`config.mk`:
```
export PLATFORM = sky130hd
export DESIGN_NAME = dst_adjuster
export DESIGN_NICKNAME = d
export VERILOG_FILES = /design/src/rtl/dst_pkg.sv /design/src/rtl/dst_datapath.sv /design/src/rtl/dst_control.sv /design/src/rtl/dst_adjuster.sv
export SDC_FILE = /design/constraint.sdc
export NUM_CORES = 1
export LEC_CHECK = 0
export BUFFER_PORTS_ARGS = -buffer_cell sky130_fd_sc_hd__buf_2
export CAP_MARGIN = 5
export CORE_MARGIN = 2
export CORE_UTILIZATION = 47
export CTS_CLUSTER_DIAMETER = 120
export DETAILED_ROUTE_END_ITERATION = 8
export PLACE_DENSITY_LB_ADDON = 0.25
export REMOVE_ABC_BUFFERS = 1
export SYNTH_ARGS = -nofsm -noshare
export SYNTH_HDL_FRONTEND = slang
export SYNTH_SLANG_ARGS = --single-unit
```
`constraint.sdc`:
```
create_clock -name clk -period 6.8 [get_ports clk]
set_clock_uncertainty 0.15 [all_clocks]
set_input_delay 1.02 -clock clk [delete_from_list [all_inputs] [get_ports clk]]
set_output_delay 1.02 -clock clk [all_outputs]
set_load 0.02 [all_outputs]
```
`src/rtl/dst_pkg.sv`:
```
`timescale 1ns/1ps
package dst_pkg;
  localparam int FIELD_W = 8;
  localparam int DOW_W   = 3;

  // Calendar and time conditions decoded by the datapath
  typedef struct packed {
    logic springHit;
    logic fallHit;
    logic threeAm;
  } dstMatchT;

  // Strobes from control to datapath
  typedef struct packed {
    logic selSpring;
    logic selFall;
    logic strobe;
  } dstCtrlT;
endpackage

```
`src/rtl/dst_datapath.sv`:
```
`timescale 1ns/1ps
module dst_datapath
  import dst_pkg::*;
#(
  parameter int FW           = FIELD_W,
  parameter int DW           = DOW_W,
  parameter int SUNDAY_CODE  = 1,
  parameter int SPRING_MONTH = 4,
  parameter int FALL_MONTH   = 10,
  parameter int WEEK_LEN     = 7,
  parameter int MONTH_DAYS   = 31,
  parameter int SKIP_HOUR    = 1,
  parameter int LAND_HOUR    = 3
) (
  input  logic          clk,
  input  logic          rstN,
  input  logic          binMode,
  input  logic          hr24,
  input  logic [FW-1:0] secIn,
  input  logic [FW-1:0] minIn,
  input  logic [FW-1:0] hourIn,
  input  logic          pmIn,
  input  logic [DW-1:0] dowIn,
  input  logic [FW-1:0] dateIn,
  input  logic [FW-1:0] monthIn,
  input  dstCtrlT       ctrl,
  output dstMatchT      match,
  output logic [FW-1:0] ovrHour,
  output logic [FW-1:0] ovrMin,
  output logic [FW-1:0] ovrSec,
  output logic          ovrPm
);
  localparam int NF         = 5;
  localparam int LAST_START = MONTH_DAYS - WEEK_LEN + 1;
  localparam int MAX_VAL    = 59;

  logic [FW-1:0] rawF [NF];
  logic [FW-1:0] binF [NF];

  assign rawF[0] = secIn;
  assign rawF[1] = minIn;
  assign rawF[2] = hourIn;
  assign rawF[3] = dateIn;
  assign rawF[4] = monthIn;

  // Each field is decoded into binary according to the active data mode
  for (genvar i = 0; i < NF; i++) begin : g_dec
    logic [FW-1:0] hiNib, loNib;
    assign hiNib   = rawF[i] >> 4;
    assign loNib   = rawF[i] & FW'(15);
    assign binF[i] = binMode ? rawF[i] : (hiNib * FW'(10) + loNib);
  end

  logic lastSec, isSunday, amHourSkip, amHourLand;
  logic inFirstWeek, inLastWeek;

  function automatic logic hourIsAm(input logic [FW-1:0] h, input int n,
                                    input logic is24, input logic pm);
    return (h == FW'(n)) && (is24 || !pm);
  endfunction

  always_comb begin
    lastSec     = (binF[0] == FW'(MAX_VAL)) && (binF[1] == FW'(MAX_VAL));
    isSunday    = (dowIn == DW'(SUNDAY_CODE));
    amHourSkip  = hourIsAm(binF[2], SKIP_HOUR, hr24, pmIn);
    amHourLand  = hourIsAm(binF[2], LAND_HOUR, hr24, pmIn);
    inFirstWeek = (binF[3] >= FW'(1)) && (binF[3] <= FW'(WEEK_LEN));
    inLastWeek  = (binF[3] >= FW'(LAST_START)) && (binF[3] <= FW'(MONTH_DAYS));

    match.springHit = isSunday && inFirstWeek && (binF[4] == FW'(SPRING_MONTH))
                      && amHourSkip && lastSec;
    match.fallHit   = isSunday && inLastWeek && (binF[4] == FW'(FALL_MONTH))
                      && amHourSkip && lastSec;
    match.threeAm   = amHourLand;
  end

  // Small hour values are identical in BCD and binary, so no re-encode is needed
  always_comb begin
    ovrHour = '0;
    ovrMin  = '0;
    ovrSec  = '0;
    ovrPm   = 1'b0;
    if (ctrl.selSpring)   ovrHour = FW'(LAND_HOUR);
    else if (ctrl.selFall) ovrHour = FW'(SKIP_HOUR);
  end

  p_spring_hour_r2: assert property (@(posedge clk) disable iff (!rstN)
    ctrl.selSpring |-> (ovrHour == FW'(LAND_HOUR)));
  p_fall_hour_r3: assert property (@(posedge clk) disable iff (!rstN)
    ctrl.selFall |-> (ovrHour == FW'(SKIP_HOUR)));
  p_zero_minsec_r9: assert property (@(posedge clk) disable iff (!rstN)
    ctrl.strobe |-> (ovrMin == '0 && ovrSec == '0 && !ovrPm));
  p_idle_zero_r8: assert property (@(posedge clk) disable iff (!rstN)
    !ctrl.strobe |-> (ovrHour == '0));
endmodule

```
`src/rtl/dst_control.sv`:
```
`timescale 1ns/1ps
module dst_control
  import dst_pkg::*;
#(
  parameter int FW = FIELD_W
) (
  input  logic          clk,
  input  logic          rstN,
  input  logic          updTick,
  input  logic          dstEn,
  input  dstMatchT      match,
  input  logic [FW-1:0] dateRaw,
  output dstCtrlT       ctrl
);
  logic          fallDone;
  logic [FW-1:0] lastDate;

  always_comb begin
    ctrl.selSpring = updTick && dstEn && match.springHit;
    ctrl.selFall   = updTick && dstEn && match.fallHit && !fallDone;
    ctrl.strobe    = ctrl.selSpring || ctrl.selFall;
  end

  // The one-shot flag is released by 3 AM or by a new date
  always_ff @(posedge clk or negedge rstN) begin
    if (!rstN) begin
      fallDone <= 1'b0;
      lastDate <= '0;
    end else if (updTick) begin
      if (ctrl.selFall)
        fallDone <= 1'b1;
      else if (match.threeAm || (dateRaw != lastDate))
        fallDone <= 1'b0;
      lastDate <= dateRaw;
    end
  end

  p_single_sel_r2: assert property (@(posedge clk) disable iff (!rstN)
    $onehot0({ctrl.selSpring, ctrl.selFall}));
  p_flag_after_fall_r4: assert property (@(posedge clk) disable iff (!rstN)
    ctrl.selFall |=> fallDone);
  p_tick_gate_r1: assert property (@(posedge clk) disable iff (!rstN)
    (!updTick || !dstEn) |-> !ctrl.strobe);
endmodule

```
`src/rtl/dst_adjuster.sv`:
```
`timescale 1ns/1ps
module dst_adjuster
  import dst_pkg::*;
#(
  parameter int FW = FIELD_W,
  parameter int DW = DOW_W
) (
  input  logic          clk,
  input  logic          rstN,
  input  logic          updTick,
  input  logic          dstEn,
  input  logic          binMode,
  input  logic          hr24,
  input  logic [FW-1:0] secIn,
  input  logic [FW-1:0] minIn,
  input  logic [FW-1:0] hourIn,
  input  logic          pmIn,
  input  logic [DW-1:0] dowIn,
  input  logic [FW-1:0] dateIn,
  input  logic [FW-1:0] monthIn,
  output logic          ovrStrobe,
  output logic [FW-1:0] ovrHour,
  output logic          ovrPm,
  output logic [FW-1:0] ovrMin,
  output logic [FW-1:0] ovrSec
);
  dstMatchT match;
  dstCtrlT  ctrl;

  dst_datapath #(.FW(FW), .DW(DW)) u_dp (
    .clk(clk), .rstN(rstN), .binMode(binMode), .hr24(hr24),
    .secIn(secIn), .minIn(minIn), .hourIn(hourIn), .pmIn(pmIn),
    .dowIn(dowIn), .dateIn(dateIn), .monthIn(monthIn), .ctrl(ctrl),
    .match(match), .ovrHour(ovrHour), .ovrMin(ovrMin), .ovrSec(ovrSec),
    .ovrPm(ovrPm)
  );

  dst_control #(.FW(FW)) u_ctl (
    .clk(clk), .rstN(rstN), .updTick(updTick), .dstEn(dstEn),
    .match(match), .dateRaw(dateIn), .ctrl(ctrl)
  );

  assign ovrStrobe = ctrl.strobe;
endmodule

```
==> metrics, run 1 <==
EDFF count, synth=0; CTS Buf Count=3; worst hold-check path type=register to register; routability cong.=0.888; Die H=71.3 um; Max H-tree Level=1; number of fill cells=439; #FFs+latches synth=9; Yosys top cell area share=20.6%; post-synthesis cell type count=46; TritonCTS clock tree=done; fmax=approximately 0.21 GHz; die width=between 70 and 80 um; initial antenna violation count=0; Power Density=118 nW/um^2; CTS resizes=0; ANT nets after route=0; Tmin final=between 4 and 5 ns; DRC Markers=0; Initial Util=48.9%; count of input and output buffers=52; Fin. Hold Viols=0; Max Root-Sink Buffers=2; unrepaired setup endpoints after global routing=false; synth cell count leaders=35 x ha_1, 25 x buf_4, 22 x inv_1; area growth from synthesis to layout=11.8%; setup TNS=0 ns; via count=between 1500 and 2000; hold buffer count at cts=0; post-CTS setup repair buffer count=0; Site Rows=24; Root Driver=clkbuf_8; via/cell ratio=between 5 and 6; core area=4350 um^2; Nets=about 390; asr flop ratio synth=100%; post-synthesis sequential area ratio=10.6%; die area=between 5000 and 6000 um^2; crit-path max FO=5; detailed placer's ending HPWL=between 3 and 4 mm; number of top-level pins=76; layout cells sized above 1=22.9%; crit share post-route=70.1%; Avg Cell Area, Syn=slightly below 9 um^2; max cap viols=0; Worst VDD drop=0.107 mV; Antenna diodes=0; Leakage=1.17 nW; endpoint type of the worst setup path=output pin; Hold Slack=roughly 0.38 ns; worst setup margin=2.03 ns; clk_lat worst skew=0.23 ns; synthesized cell area=2130 um^2; crit start category=input pin; Syn Inst Count=243; Crit path arrival time=3.60 ns; Syn. warnings=0; top-count cell post-synth=ha_1; Overflow after GRT=0; drt initial violations=42; number of global-route vias before repair=between 1500 and 2000; clock slew at reported path FFs=0.04 ns; wire per inst=approximately 13 um; Synth area leaders=ha_1 21%, dfrtp_1 11%, fa_1 9.4%, buf_4 8.8%, xnor2_1 7.4%; largest area contributor in the netlist=ha_1; Crit Path Category=input pin to output pin; outcome=complete, no violations; Synth Flop Type=dfrtp_1; largest net degree at the start of global routing=17; Initial DRT Pass Iterations=4; GR Util All Layers=18.2%; Setup Viol. Count Final=0; Routed WL=4.47 mm; Req. time, crit path=5.63 ns; Max Slew Vio Count=0; global-route wire length before repair=7.64 mm; DP Worst Slack=2.02 ns; Num Clock Sinks=9
## routing by layer
layer | vias up | global-route usage [%] | routed length [um]
li1 | 936 | - | -
met1 | 856 | 22.3 | 2020
met2 | 54 | 34.4 | 2180
met3 | 4 | 2.39 | 238
met4 | 0 | 2.73 | 38
met5 | - | 0 | 0
## per-stage QoR
stage,util (%),instances,instance area [um^2],total power [mW]
2_1_floorplan,-,237,2010,0.172
3_3_place_gp,53.6,341,2330,0.215
3_5_place_dp,53.6,341,2330,0.220
4_1_cts,54.6,345,2380,0.283
5_1_grt,54.6,345,2380,0.306
6_report,54.6,345,2380,0.281
## report_power, final
group / switching, mW / internal (mW) / leakage (nW)
clock: 0.0209 / 0.0408 / 0.0228
combinational: 0.0856 / 0.0713 / 1.04
sequential: 0.00331 / 0.0586 / 0.108
## flip-flops by register name, summed over array words and instances (netlist names)
signal / count
u_ctl.fallDone: 1
u_ctl.lastDate: 8
## final cells by class
cell class	count	area [um^2]	area share (%)
inverters	22	82.6	3.47
clock buffers	4	45.0	1.89
well taps	52	65.1	2.74
repair buffers	52	260	10.9
flip-flops and latches	9	225	9.47
multi-input cells	206	1700	71.5
## critical path: stages
cell and delay (ns):
buf_2 0.14, ha_1 0.28, ha_1 0.17, inv_1 0.06, fa_1 0.47, inv_1 0.05
a2111oi_0 0.40, a311oi_1 0.09, nor3_1 0.19, nand4_1 0.18, a211oi_1 0.33, buf_2 0.23
## path summary, 6_finish.rpt
| kind | from | to | slack (ns) | cells after the start |
|---|---|---|---|---|
| max | monthIn[7] | ovrHour[0] | 2.03 | 12 |
| min | u_ctl.lastDate[2]$_DFFE_PN0P_ | u_ctl.lastDate[2]$_DFFE_PN0P_ | 0.38 | 1 |
| max reg2reg | u_ctl.fallDone$_DFFE_PN0P_ | u_ctl.fallDone$_DFFE_PN0P_ | 5.37 | 5 |
| min reg2reg | u_ctl.lastDate[2]$_DFFE_PN0P_ | u_ctl.lastDate[2]$_DFFE_PN0P_ | 0.38 | 1 |
| max in group asynchronous | rstN | u_ctl.lastDate[4]$_DFFE_PN0P_ | 5.84 | 1 |
| min in group asynchronous | rstN | u_ctl.lastDate[2]$_DFFE_PN0P_ | 0.48 | 1 |
## cell families after synthesis
logic type | after synthesis | synth area share [%]
AND/OR/NAND/NOR | 64 | 17.2
buffers and inverters | 50 | 13.4
adder cells (fa/ha/maj) | 45 | 30.0
AO/OA/AOI/OAI | 44 | 15.3
XOR/XNOR | 21 | 8.65
multiplexers | 9 | 4.71
flip-flops | 9 | 10.6
other | 1 | 0.176
## layout by cell type (no fill, tap or decap), types with 6 or more instances in the layout
cell      n
a21o_1    7
a21oi_1   7
buf_2    52
conb_1   23
dfrtp_1   9
fa_1     10
ha_1     35
inv_1    22
mux2_2    8
nand2_1  13
nand4_1  10
nor2_1    7
nor2b_1   6
nor3_1    6
xnor2_1  18
Power figures use the tool's default switching activity.
==> run 2: changes to the inputs <==
Clock period 6.8 ns to 4.4 ns, I/O delays scaled along.
==> metrics, run 2 (same netlist as run 1, synthesis figures left out) <==
outcome=complete, no violations; die area=5080 um^2 (unchanged); crit share post-route=90.4%; max cap viols=0 (unchanged); wire per inst=12.7 um (-2.3%); Tot Pwr=0.427 mW (+52%); Site Rows=24 (unchanged); Setup Viol. Count Final=0 (unchanged); CTS Buf Count=3 (unchanged); area growth from synthesis to layout=11.8% (unchanged); layout cells sized above 1=22.9% (unchanged); crit-path max FO=5 (unchanged); via/cell ratio=5.32 (-0.70%); worst-case reg-to-reg path depth=5 (unchanged); Crit Path Category=input pin to output pin; r2r setup slk=2.97 ns (-2.40 ns); crit start category=input pin; fmax=0.252 GHz; TritonCTS clock tree=done; DRC Markers=0 (unchanged); placed insts=341 (unchanged); Die H=71.3 um (unchanged); Gate power share=56.4% (+0.5 points); via count=1837 (-0.70%); Max H-tree Level=1 (unchanged); clock slew at reported path FFs=0.04 ns (about the same); Power Density=180 nW/um^2 (+52%); sequential share of power=22.3% (+0.2 points); post-route cell area=2380 um^2 (unchanged); Tmin final=about 4.0 ns; setup TNS=0 ns (unchanged); commonest cells after routing, fill and taps aside=52 x buf_2, 35 x ha_1, 23 x conb_1; sw power=0.164 mW (+49%); Top reg by flops=u_ctl.lastDate; number of fill cells=434 (-1.1%); Sw Ratio=38.3% (-0.81 points); initial antenna violation count=0 (unchanged); Req. time, crit path=3.59 ns (-2.04 ns); ANT nets after route=0 (unchanged); CP Launch Point=monthIn[7]; reg2reg end=u_ctl.fallDone$_DFFE_PN0P_; Initial DRT Pass Iterations=4 (unchanged); Area after DPL=2330 um^2 (unchanged); Antenna diodes=0 (unchanged); Initial Util=48.9% (unchanged); global-route wire length before repair=7.50 mm (-1.8%); hold buffer count at cts=0 (unchanged); Max Slew Vio Count=0 (unchanged); number of global-route vias before repair=1798 (-3.0%); commonest non-fill, non-tap cell in the layout=buf_2; worst hold-check path type=input pin to asynchronous set/reset pin; Largest register FFs=8 (unchanged); post-CTS setup repair buffer count=0 (unchanged); Overflow after GRT=0 (unchanged); Crit path arrival time=3.17 ns (-0.43 ns); detailed placer's ending HPWL=3.81 mm (-1.9%); Leakage=1.17 nW (unchanged); Worst VDD drop=0.255 mV (+140%); Root Driver=clkbuf_8; routability cong.=0.887 (-0.16%); Routed WL=4.37 mm (-2.3%); Num Clock Sinks=9 (unchanged); die width=71.3 um (unchanged); number of top-level pins=76 (unchanged); Regs by FF count=u_ctl.lastDate: 8 flops, u_ctl.fallDone: 1 flops; Nets=389 (unchanged); count of input and output buffers=52 (unchanged); endpoint type of the worst setup path=output pin; Finished Layout Cells=345 (unchanged); internal power=0.263 mW (+54%); GR Util All Layers=17.6% (-0.60 points); RR Startpoint=u_ctl.fallDone$_DFFE_PN0P_; largest net degree at the start of global routing=17 (unchanged); core area=4350 um^2 (unchanged); clock share of power=21.3% (-0.7 points); clk_lat worst skew=0.22 ns (about the same); unrepaired setup endpoints after global routing=false; drt initial violations=60 (+43%); CTS resizes=0 (unchanged); Fin. Hold Viols=0 (unchanged); Max Root-Sink Buffers=2 (unchanged)
[run 2: cell counts in the layout (fill, tap and decap cells not counted)]
No cell type changed its count.
[run 2: cell type report]
class	count	area, um^2	area share (%)
clock buffers	4	45.0	1.89
inverters	22	82.6	3.47
multi-input cells	206	1700	71.5
flip-flops and latches	9	225	9.47
well taps	52	65.1	2.74
repair buffers	52	260	10.9
[run 2: through the flow]
stage          worst slack (ns)  hold slack [ns]  util (%)
2_1_floorplan             0.202            0.214         -
3_3_place_gp              0.445            0.360      53.6
3_5_place_dp              0.399            0.367      53.6
4_1_cts                   0.398            0.132      54.6
5_1_grt                   0.110            0.137      54.6
6_report                  0.424            0.132      54.6
[run 2: critical path, stage by stage]
cell and delay [ns]:
buf_2 0.13, ha_1 0.28, ha_1 0.16, inv_1 0.06
fa_1 0.41, xnor2_1 0.18, a2111oi_0 0.30, a311oi_1 0.09
nor3_1 0.20, nand4_1 0.16, a211oi_1 0.30, buf_2 0.22
[run 2: how the worst max path moves through the flow]
stage | end | slack [ns] | depth (start not counted)
final | ovrHour[0] | 0.42 | 12
after global routing | ovrHour[0] | 0.11 | 12
after CTS | ovrHour[0] | 0.40 | 12
after detailed placement | ovrHour[0] | 0.40 | 12
after global placement | ovrStrobe | 0.44 | 12
after floorplan | ovrHour[0] | 0.20 | 10
[run 2: layer usage]
metal	up-vias	global-route usage, %	share of wire [%]	routed length, um
li1	937	-	-	-
met1	848	23.6	47	2040
met2	52	32.2	49	2130
met3	0	1.83	4.5	196
met4	0	0.629	0	0
met5	-	0	0	0
[run 2: power groups by stage]
stage	combinational (mW)	sequential (mW)	clock (mW)
6_report	0.241	0.0953	0.0909
4_1_cts	0.243	0.0954	0.0930
3_3_place_gp	0.236	0.0963	0
5_1_grt	0.275	0.0964	0.0996
3_5_place_dp	0.242	0.0966	0
2_1_floorplan	0.170	0.0956	0
==> run 3: changes to the inputs <==
Settings changed: CORE_UTILIZATION 47 to 46, MAX_ROUTING_LAYER from default to met4.
Clock period 4.4 ns to 3.5 ns, I/O delays scaled along.
==> metrics, run 3 (same netlist as run 1, synthesis figures left out) <==
outcome=finished, violations left; violated checks=setup timing; initial antenna violation count=0 (unchanged); Leakage=1.37 nW (+17%); die width=72 um (+1.0%); Max H-tree Level=1 (unchanged); Initial Util=48.2% (-0.66 points); slowest stage delay, CP=0.51 ns (+0.10 ns); die area=5180 um^2 (+2.1%); CTS Buf Count=3 (unchanged); crit share post-route=101%; Site Rows=24 (unchanged); TritonCTS clock tree=done; worst hold-check path type=register to register; Fin. Hold Viols=0 (unchanged); met3 Track Usage GR=0.694% (-1.1 points); Routed WL=5.16 mm (+18%); fmax=0.284 GHz; Worst-Margin Slew=0.502 ns; hold path startpoint=u_ctl.lastDate[4]$_DFFE_PN0P_; core area=4410 um^2 (+1.4%); Top reg by flops=u_ctl.lastDate; layout cells sized above 1=39.0% (+16 points); met1 Use GR=25.5% (+1.9 points); number of global-route vias before repair=2066 (+15%); Die H=72 um (+1.0%); Largest register FFs=8 (unchanged); global route hottest layer=met2; number of top-level pins=76 (unchanged); slew margin rel.=66.3%; crit-path max FO=2 (-3); Antenna diodes=0 (unchanged); GR Util All Layers=20.7% (+3.1 points); clock slew at reported path FFs=0.04 ns (about the same); global-route wire length before repair=8.57 mm (+14%); via count=2034 (+11%); Initial DRT Pass Iterations=4 (unchanged); ANT nets after route=0 (unchanged); Max Slew Vio Count=0 (unchanged); CP Launch Point=monthIn[7]; crit start category=input pin; Buffers & Inverters on Critical Path=5 (+2); count of input and output buffers=52 (unchanged); worst setup margin=-0.0266 ns (-0.451 ns); clk_lat worst skew=0.23 ns (about the same); Crit Path Category=input pin to output pin; Power Density=219 nW/um^2 (+22%); via/cell ratio=5.42 (+1.9%); max cap viols=0 (unchanged); Hold Slack=0.376 ns (+0.244 ns); unrepaired setup endpoints after global routing=true; Slowest-stage cell, CP=fa_2; Req. time, crit path=2.82 ns (-0.77 ns); detailed placer's ending HPWL=4.19 mm (+9.8%); drt initial violations=56 (-6.7%); RR Startpoint=u_ctl.fallDone$_DFFE_PN0P_; Crit path arrival time=2.85 ns (-0.32 ns); Final Util=65.9% (+11 points); Top delay family on crit path=adder cells; Regs by FF count=u_ctl.lastDate: 8 flops, u_ctl.fallDone: 1 flops; largest net degree at the start of global routing=16 (-1); commonest non-fill, non-tap cell in the layout=buf_2; Num Clock Sinks=9 (unchanged); number of fill cells=402 (-7.4%); wire per inst=13.8 um (+8.7%); Overflow after GRT=0 (unchanged); M2 GR Usage=38.4% (+6.2 points); Setup Viol. Count Final=3 (+3); Worst VDD drop=0.138 mV (-46%); Nets=419 (+7.7%); Max Root-Sink Buffers=2 (unchanged); endpoint type of the worst setup path=output pin; Tmin final=3.53 ns; worst path cell trace=buf_6 -> ha_4 -> ha_4 -> inv_2 -> fa_2 -> inv_2 -> a2111oi_4 -> a311oi_2 -> nor3_1 -> nand4_1 -> buf_4 -> nor3_4 -> buf_6; DRC Markers=0 (unchanged); commonest cells after routing, fill and taps aside=42 x buf_2, 31 x buf_4, 23 x ha_1, 23 x conb_1, 19 x inv_1; FF+latch area=225 um^2 (unchanged); area growth from synthesis to layout=36.8%; Root Driver=clkbuf_8; multi-input combinational cell area=1950 um^2 (+15%); routability cong.=0.841 (-5.2%)
[run 3: cell types whose count changed in the layout (fill, tap and decap cells not counted), moves of 3 or more]
cell | before | now
buf_4 | 0 | 31
ha_1 | 35 | 23
buf_2 | 52 | 42
ha_4 | 0 | 10
buf_6 | 0 | 8
fa_1 | 10 | 7
fa_2 | 0 | 3
inv_1 | 22 | 19
inv_2 | 0 | 3
[run 3: power breakdown]
| group | total [mW] | internal, mW | switching [mW] | leakage, nW |
|---|---|---|---|---|
| Clock | 0.120 | 0.0793 | 0.0404 | 0.0228 |
| Combinational | 0.399 | 0.200 | 0.198 | 1.24 |
| Sequential | 0.120 | 0.114 | 0.00611 | 0.108 |
[run 3: cell type report]
cell class | instances | area share (%)
Timing Repair Buffer | 82 | 18.7
Multi-Input combinational cell | 206 | 67.0
Tap cell | 52 | 2.24
Inverter | 22 | 2.84
Sequential cell | 9 | 7.74
Clock buffer | 4 | 1.55
[run 3: path summary, 6_finish.rpt]
path                       depth (start not counted)                             to  slack (ns)
setup / recovery                                  13                     ovrHour[1]       -0.03
hold / removal                                     1  u_ctl.lastDate[4]$_DFFE_PN0P_        0.38
setup reg to reg                                   5     u_ctl.fallDone$_DFFE_PN0P_        2.07
hold reg to reg                                    1  u_ctl.lastDate[4]$_DFFE_PN0P_        0.38
max in group asynchronous                          2  u_ctl.lastDate[4]$_DFFE_PN0P_        2.51
min in group asynchronous                          2  u_ctl.lastDate[1]$_DFFE_PN0P_        0.52
[run 3: per-layer routing]
layer	up-vias	routed length, um
li1	1002	-
met1	975	2330
met2	54	2650
met3	3	161
met4	0	13
met5	-	0
[run 3: stage by stage]
step | setup WS [ns] | instances | instance area, um^2 | TNS [ns] | total power [mW]
5_1_grt | -0.170 | 375 | 2910 | -0.412 | 0.690
2_1_floorplan | -0.428 | 237 | 2010 | -0.856 | 0.334
3_5_place_dp | -0.163 | 366 | 2520 | -0.481 | 0.452
4_1_cts | -0.0198 | 373 | 2750 | -0.0198 | 0.605
3_3_place_gp | -0.0801 | 366 | 2520 | -0.229 | 0.443
6_report | -0.0266 | 375 | 2910 | -0.0443 | 0.638
[run 3: repair_timing]
action / 4_1_cts / 5_1_grt
hold endpoints to repair: 9 / 0
endpoints found under the setup margin: 3 / 3
gates cloned: 0 / 0
gates resized for setup: 33 / 25
hold buffers: 1 / 0
pin swaps: 20 / 24
buffers inserted: 2 / 2
